## src/rtl/sinc3_pkg.sv

```systemverilog
package sinc3_pkg;

  // smallest k with 2**k >= v (v >= 1)
  function automatic int ceil_lg(input int v);
    int r;
    r = 0;
    for (int i = 30; i >= 0; i--) begin
      if ((32'sd1 <<< i) >= v) r = i;
    end
    return r;
  endfunction

  // signed normalisation shift: positive means right shift
  function automatic int norm_shift(input int code, input int n_stage, input int tgt);
    return n_stage * ceil_lg(4 * code) - tgt;
  endfunction

endpackage

```

## src/rtl/sinc3_ctrl.sv

```systemverilog
module sinc3_ctrl
  import sinc3_pkg::*;
#(
  parameter int CODE_W   = 11,
  parameter int CODE_MIN = 10,
  parameter int CODE_DEF = 10,
  parameter int N_STAGE  = 3,
  parameter int TGT      = 22,
  parameter int SH_W     = 7,
  parameter int SETTLE   = 3,
  localparam int CNT_W   = CODE_W + 2,
  localparam int PER_W   = $clog2(SETTLE + 1)
) (
  input  logic              clk,
  input  logic              rst,
  input  logic              mod_en,
  input  logic              rate_load,
  input  logic [CODE_W-1:0] rate_code,
  input  logic              sync_clr,
  output logic              clr,
  output logic              tick_q,
  output logic              flag_q,
  output logic [CODE_W-1:0] code_q,
  output logic [CNT_W-1:0]  cnt_q,
  output logic [SH_W-1:0]   shr_q,
  output logic [SH_W-1:0]   shl_q
);

  localparam int SA_DEF = norm_shift(CODE_DEF, N_STAGE, TGT);
  localparam logic [SH_W-1:0] SHR_DEF = (SA_DEF >= 0) ? SH_W'(SA_DEF) : '0;
  localparam logic [SH_W-1:0] SHL_DEF = (SA_DEF < 0) ? SH_W'(-SA_DEF) : '0;

  logic               load_ok;
  logic [CNT_W-1:0]   last_cnt;
  logic [PER_W-1:0]   per_q;
  int                 sa_new;
  logic [SH_W-1:0]    shr_new;
  logic [SH_W-1:0]    shl_new;

  assign load_ok  = rate_load && (rate_code >= CODE_W'(CODE_MIN));
  assign clr      = sync_clr || load_ok;
  assign last_cnt = {code_q, 2'b00} - CNT_W'(1);

  always_comb begin
    sa_new  = norm_shift(int'(rate_code), N_STAGE, TGT);
    shr_new = (sa_new >= 0) ? SH_W'(sa_new) : '0;
    shl_new = (sa_new < 0) ? SH_W'(-sa_new) : '0;
  end

  always_ff @(posedge clk) begin
    if (rst) begin
      code_q <= CODE_W'(CODE_DEF);
      shr_q  <= SHR_DEF;
      shl_q  <= SHL_DEF;
      cnt_q  <= '0;
      per_q  <= '0;
      tick_q <= 1'b0;
      flag_q <= 1'b0;
    end else begin
      tick_q <= 1'b0;
      flag_q <= 1'b0;
      if (load_ok) begin
        code_q <= rate_code;
        shr_q  <= shr_new;
        shl_q  <= shl_new;
      end
      if (clr) begin
        cnt_q <= '0;
        per_q <= '0;
      end else if (mod_en) begin
        if (cnt_q == last_cnt) begin
          cnt_q  <= '0;
          tick_q <= 1'b1;
          flag_q <= (per_q == PER_W'(SETTLE));
          if (per_q != PER_W'(SETTLE)) per_q <= per_q + PER_W'(1);
        end else begin
          cnt_q <= cnt_q + CNT_W'(1);
        end
      end
    end
  end

endmodule

```

## src/rtl/sinc3_integ.sv

```systemverilog
module sinc3_integ #(
  parameter int W = 40,
  parameter int N = 3
) (
  input  logic                clk,
  input  logic                rst,
  input  logic                clr,
  input  logic                en,
  input  logic                bit_in,
  output logic signed [W-1:0] acc_out
);

  logic signed [W-1:0] acc [N];
  logic signed [W-1:0] nxt [N];
  logic signed [W-1:0] x_in;

  // bit 1 -> +1, bit 0 -> -1
  assign x_in = {{(W-1){~bit_in}}, 1'b1};

  for (genvar g = 0; g < N; g++) begin : g_stage
    if (g == 0) begin : g_first
      assign nxt[g] = acc[g] + x_in;
    end else begin : g_rest
      assign nxt[g] = acc[g] + nxt[g-1];
    end
    always_ff @(posedge clk) begin
      if (rst || clr) acc[g] <= '0;
      else if (en)    acc[g] <= nxt[g];
    end
  end

  assign acc_out = acc[N-1];

endmodule

```

## src/rtl/sinc3_comb.sv

```systemverilog
module sinc3_comb #(
  parameter int W = 40,
  parameter int N = 3
) (
  input  logic                clk,
  input  logic                rst,
  input  logic                clr,
  input  logic                en,
  input  logic                flag_in,
  input  logic signed [W-1:0] din,
  output logic signed [W-1:0] dout,
  output logic                vld,
  output logic                flag_out
);

  logic signed [W-1:0] dly [N];
  logic signed [W-1:0] sin [N+1];

  assign sin[0] = din;

  for (genvar g = 0; g < N; g++) begin : g_stage
    assign sin[g+1] = sin[g] - dly[g];
    always_ff @(posedge clk) begin
      if (rst || clr) dly[g] <= '0;
      else if (en)    dly[g] <= sin[g];
    end
  end

  always_ff @(posedge clk) begin
    if (rst || clr) begin
      dout     <= '0;
      vld      <= 1'b0;
      flag_out <= 1'b0;
    end else begin
      vld      <= en;
      flag_out <= en && flag_in;
      if (en) dout <= sin[N];
    end
  end

endmodule

```

## src/rtl/sinc3_scale.sv

```systemverilog
module sinc3_scale #(
  parameter int W     = 40,
  parameter int OUT_W = 24,
  parameter int SH_W  = 7
) (
  input  logic signed [W-1:0] din,
  input  logic [SH_W-1:0]     shr,
  input  logic [SH_W-1:0]     shl,
  output logic [OUT_W-1:0]    dout
);

  localparam logic signed [W-1:0] POS_MAX = W'((64'sd1 <<< (OUT_W - 1)) - 64'sd1);
  localparam logic signed [W-1:0] NEG_MIN = -POS_MAX - W'(1);

  logic signed [W-1:0] sh;

  always_comb begin
    if (shl != '0) sh = din <<< shl;
    else           sh = din >>> shr;

    if (sh > POS_MAX)      dout = {1'b1, {(OUT_W-1){1'b1}}};
    else if (sh < NEG_MIN) dout = '0;
    else                   dout = {~sh[OUT_W-1], sh[OUT_W-2:0]};
  end

endmodule

```

## src/rtl/sinc3_decim.sv

```systemverilog
module sinc3_decim #(
  parameter int ACC_W     = 40,
  parameter int OUT_W     = 24,
  parameter int CODE_W    = 11,
  parameter int CODE_MIN  = 10,
  parameter int CODE_DEF  = 10,
  parameter int HEAD_BITS = 1,
  parameter int N_STAGE   = 3,
  parameter int SETTLE    = 3
) (
  input  logic              clk,
  input  logic              rst,
  input  logic              mod_en,
  input  logic              mod_bit,
  input  logic              rate_load,
  input  logic [CODE_W-1:0] rate_code,
  input  logic              sync_clr,
  output logic [OUT_W-1:0]  out_data,
  output logic              out_valid
);

  localparam int TGT   = OUT_W - 1 - HEAD_BITS;
  localparam int SH_W  = $clog2(ACC_W) + 1;
  localparam int CNT_W = CODE_W + 2;
  localparam logic [OUT_W-1:0] MID = {1'b1, {(OUT_W-1){1'b0}}};

  logic                    clr;
  logic                    tick_q;
  logic                    flag_q;
  logic [CODE_W-1:0]       code_q;
  logic [CNT_W-1:0]        cnt_q;
  logic [SH_W-1:0]         shr_q;
  logic [SH_W-1:0]         shl_q;
  logic signed [ACC_W-1:0] integ_out;
  logic signed [ACC_W-1:0] comb_out;
  logic                    comb_vld;
  logic                    comb_flag;
  logic [OUT_W-1:0]        scaled;

  sinc3_ctrl #(
    .CODE_W(CODE_W), .CODE_MIN(CODE_MIN), .CODE_DEF(CODE_DEF),
    .N_STAGE(N_STAGE), .TGT(TGT), .SH_W(SH_W), .SETTLE(SETTLE)
  ) u_ctrl (
    .clk(clk), .rst(rst), .mod_en(mod_en), .rate_load(rate_load),
    .rate_code(rate_code), .sync_clr(sync_clr), .clr(clr),
    .tick_q(tick_q), .flag_q(flag_q), .code_q(code_q), .cnt_q(cnt_q),
    .shr_q(shr_q), .shl_q(shl_q)
  );

  sinc3_integ #(.W(ACC_W), .N(N_STAGE)) u_integ (
    .clk(clk), .rst(rst), .clr(clr), .en(mod_en), .bit_in(mod_bit),
    .acc_out(integ_out)
  );

  sinc3_comb #(.W(ACC_W), .N(N_STAGE)) u_comb (
    .clk(clk), .rst(rst), .clr(clr), .en(tick_q), .flag_in(flag_q),
    .din(integ_out), .dout(comb_out), .vld(comb_vld), .flag_out(comb_flag)
  );

  sinc3_scale #(.W(ACC_W), .OUT_W(OUT_W), .SH_W(SH_W)) u_scale (
    .din(comb_out), .shr(shr_q), .shl(shl_q), .dout(scaled)
  );

  always_ff @(posedge clk) begin
    if (rst) begin
      out_valid <= 1'b0;
      out_data  <= MID;
    end else begin
      out_valid <= 1'b0;
      if (comb_vld && comb_flag && !clr) begin
        out_valid <= 1'b1;
        out_data  <= scaled;
      end
    end
  end

endmodule

```

## config.mk

```make
export PLATFORM = sky130hd
export DESIGN_NAME = sinc3_decim
export DESIGN_NICKNAME = d
export VERILOG_FILES = /design/src/rtl/sinc3_pkg.sv /design/src/rtl/sinc3_ctrl.sv /design/src/rtl/sinc3_integ.sv /design/src/rtl/sinc3_comb.sv /design/src/rtl/sinc3_scale.sv /design/src/rtl/sinc3_decim.sv
export SDC_FILE = /design/constraint.sdc
export NUM_CORES = 1
export LEC_CHECK = 0
export BUFFER_PORTS_ARGS = -buffer_cell sky130_fd_sc_hd__buf_2
export CORE_MARGIN = 5
export CORE_UTILIZATION = 53
export CTS_BUF_LIST = sky130_fd_sc_hd__clkbuf_16
export DETAILED_ROUTE_END_ITERATION = 10
export PLACE_DENSITY = 0.69
export SYNTH_ARGS = -nofsm -noshare
export SYNTH_HDL_FRONTEND = slang
export SYNTH_HIERARCHICAL = 1
export SYNTH_SLANG_ARGS = --single-unit
```

## constraint.sdc

```tcl
create_clock -name clk -period 16.3 [get_ports clk]
set_input_delay 2.445 -clock clk [delete_from_list [all_inputs] [get_ports clk]]
set_output_delay 2.445 -clock clk [all_outputs]
set_load 0.005 [all_outputs]
```

==> impl_metrics.csv <==
group,metric,value,unit
outcome,status,"completed",
synthesis,avgSynthCellArea,8.83,µm²
pwr,p_total,4.26,mW
timing,setup_viol,0,
worst_setup_path,required,16.60,ns
synthesis,synth-warning-count,6,
floorplanning,dieArea,68600,µm²
grt,grt_max_degree,78,
final_layout,final_cells,4595,
synthesis,synth_top_family_by_area,"compound AO/OA/AOI/OAI gates",
placed_design,dpl.hpwl,67.0,mm
pwr,power_density,120,nW/µm²
drt,first_iter_violations,3151,
cts,clk_pin_slew,0.05,ns
cts,cts_setup_buffers,0,
final_layout,diodes,0,
final_layout,drive_gt1_share,9.76,%
synthesis,synth-edff-count,240,
timing,clock_skew,0.0328,ns
pwr,ir_drop,0.0869,mV
synthesis,syn_inst,3809,
grt,grt_pass1_wl,145,mm
worst_setup_path,regToRegSetupSlack,8.50,ns
worst_setup_path,critPathMaxFanout,39,
drt,firstDrtPassIters,7,
min_path,hp-class,"flip-flop to flip-flop",
drt,drcViolationCount,0,
synthesis,synthesis.nets,4084,
timing,fin_crit_sh,54.5,%
worst_setup_path,crit_buf_inv,3,
floorplanning,die_w,262,µm
cts,cts_buffer_depth,3,
cts,ctsHoldBuffers,0,
floorplanning,dieHeight,262,µm
synthesis,synth-async-reset-ratio,0,%
worst_setup_path,crit_path_end_kind,"flip-flop",
synthesis,yosysTopAreaCellShare,21.4,%
worst_setup_path,r2r-start,"u_integ/acc[2][1]",
cts,cts_sinks,349,
worst_setup_path,max_stage_delay,0.48,ns
timing,worstMarginPinSlew,1.14,ns
floorplanning,rows,92,
final_layout,syn_to_final_growth,5.70,%
floorplanning,coreArea,63000,µm²
floorplanning,start_util,53.4,%
synthesis,synth_cell_types,116,
synthesis,synthAdderAreaFrac,9.76,%
timing,fin_crit,8.89,ns
synthesis,ys_top_cells_by_area,"edfxtp_1 (21%), ha_1 (9.3%), dfxtp_1 (6.5%), mux4_2 (5.9%), a21oi_1 (4.4%)",
drt,ant_nets,0,
grt,antenna_found_initial,0,
min_path,hold_path.startpoint,"out_data[5]",
worst_setup_path,critPathArrivalTime,9.20,ns
timing,relSlewSlack,23.2,%
floorplanning,io-pin-count,42,
synthesis,synth_xor_area_share,6.02,%
grt,grt_usage,25.8,%
final_layout,final_cell_area,35500,µm²
min_path,hold_path_depth,2,
worst_setup_path,crit_family,"compound AO/OA/AOI/OAI gates",
cts,cts_resized,0,
worst_setup_path,start_kind,"input pin",
timing,finalSetupTns,0,ns
grt,grt_pass1_vias,26500,
cts,cts_tree,"built",
cts,numCtsBuffers,43,
final_layout,fillers,5756,
cts,root_buffer,"clkbuf_16",
synthesis,syn_area,33600,µm²
placed_design,place_area,34200,µm²
drt,wl,91.9,mm
worst_setup_path,worstSetupPathType,"input pin to flip-flop",
cts,clock_latency,0.60,ns
synthesis,synth_mux_area_share,10.2,%
placed_design,place_inst,4517,
synthesis,ys.flop_type,"edfxtp_1",
worst_setup_path,r2r-end,"u_comb/dout[39]",
worst_setup_path,crit_path_top_delay_cell,"a2111oi_0",
drt,wl_per_cell,20.0,µm
drt,via_count,28900,
run,drv_cap,0,
drt,via_per_inst,6.30,
worst_setup_path,timing.critical_path.mode_cell,"a21oi_1",
final_layout,fin_nets,3991,
worst_setup_path,reg2regPathDepth,31,
grt,grt-ovfl-total,0,
synthesis,synthSimpleGateAreaFrac,19.5,%
placed_design,portBuffers,41,
timing,hold_viol_final,0,
cts,htreeDepth,2,
synthesis,synth-seq-area-share,27.9,%
synthesis,synth_top_area_cell,"edfxtp_1",
pwr,power.leakage,14.6,nW
synthesis,ys_seq_elements,349,
timing,final-max-slew-violation-count,0,
min_path,min_to,"out_data[5]",
timing,fmax,0.112,GHz
placed_design,place_congestion,1.02,
synthesis,synth_compound_area_share,21.6,%
timing,rsz0062_at_grt,"false",
[final cells by class]
| type | instances | area (µm²) | share of cell area (%) |
|---|---|---|---|
| Tap cell | 846 | 1060 | 2.98 |
| Clock inverter | 31 | 184 | 0.517 |
| Multi-Input combinational cell | 3049 | 22500 | 63.4 |
| Inverter | 204 | 768 | 2.16 |
| Sequential cell | 349 | 9400 | 26.4 |
| Timing Repair Buffer | 69 | 415 | 1.17 |
| Clock buffer | 47 | 1180 | 3.31 |
[worst min-delay path, cell delays in order, from the launching register on]
cell	delay [ns]
dfxtp_1	0.31
nand2b_1	0.06
mux2i_1	0.05
[sequential cells by signal, summed over array words and instances, names as in the netlist]
register         count
u_comb/flag_out      1
out_valid            1
u_ctrl/shr_q         7
u_ctrl/shl_q         7
u_comb/vld           1
u_ctrl/flag_q        1
u_ctrl/per_q         2
u_ctrl/code_q       11
u_integ/acc        120
out_data            24
u_ctrl/tick_q        1
u_comb/dout         40
u_comb/dly         120
u_ctrl/cnt_q        13
[metal layers]
| metal | vias to the layer above | GRT usage [%] | wire length [µm] |
|---|---|---|---|
| met1 | 13700 | 37.2 | 41500 |
| met3 | 190 | 4.43 | 7220 |
| met2 | 1087 | 39.4 | 39600 |
| li1 | 13900 | - | - |
| met4 | 0 | 9.22 | 3550 |
| met5 | - | 0 | 0 |
[logic make-up (layout without fill, tap and decap cells)]
| kind of cell | Yosys count | after routing |
|---|---|---|
| and+or+nand+nor | 1265 | 1265 |
| AOI/OAI and AO/OA | 1077 | 1077 |
| buffers and inverters | 411 | 351 |
| DFF | 349 | 349 |
| adders and majority gates | 258 | 258 |
| xor gates and xnor gates | 227 | 227 |
| muxes | 222 | 222 |
[synthesized netlist by cell type (99+ instances only)]
library cell,count
nand2_1,328
a21oi_1,295
ha_1,251
nor2_1,249
edfxtp_1,240
inv_1,198
o21ai_0,197
and2_1,159
clkbuf_1,145
xnor2_1,140
a21o_1,124
dfxtp_1,109
nand2b_1,101
mux2i_1,99
[report_power, final]
part | total (mW) | leakage, nW | internal, mW | switching [mW]
clock network | 0.934 | 0.719 | 0.535 | 0.399
registers | 0.996 | 3.72 | 0.975 | 0.0205
logic | 2.33 | 10.2 | 0.911 | 1.42
total | 4.26 | 14.6 | 2.42 | 1.84
[through the flow]
step	hold slack, ns	setup slack (ns)	utilization (%)
floorplan	0.423	7.70	-
global placement	0.457	7.21	54.3
detailed placement	0.451	7.05	54.3
CTS	0.473	7.62	56.5
global route	0.491	6.97	56.5
finish	0.468	7.41	56.5
[cells in the final DEF, fill, tap and decap left out, types with 84 or more instances in the layout]
| master | synthesis | routed |
|---|---|---|
| a21o_1 | 124 | 124 |
| a21oi_1 | 295 | 295 |
| and2_1 | 159 | 158 |
| dfxtp_1 | 109 | 102 |
| edfxtp_1 | 240 | 240 |
| ha_1 | 251 | 251 |
| inv_1 | 198 | 207 |
| mux2i_1 | 99 | 99 |
| mux4_2 | 88 | 88 |
| nand2_1 | 328 | 327 |
| nand2b_1 | 101 | 101 |
| nor2_1 | 249 | 248 |
| o21ai_0 | 197 | 197 |
| xnor2_1 | 140 | 140 |
| xor2_1 | 84 | 84 |
[how the worst max path moves through the flow]
stage                  from                 end  cells past startpoint
floorplan           mod_bit  u_integ/acc[2][35]                     28
global placement    mod_bit  u_integ/acc[2][35]                     28
detailed placement  mod_bit  u_integ/acc[2][35]                     28
CTS                 mod_bit  u_integ/acc[2][35]                     28
global route        mod_bit  u_integ/acc[2][35]                     28
finish              mod_bit  u_integ/acc[2][35]                     28
No activity file was read; power rests on OpenSTA's default activity.
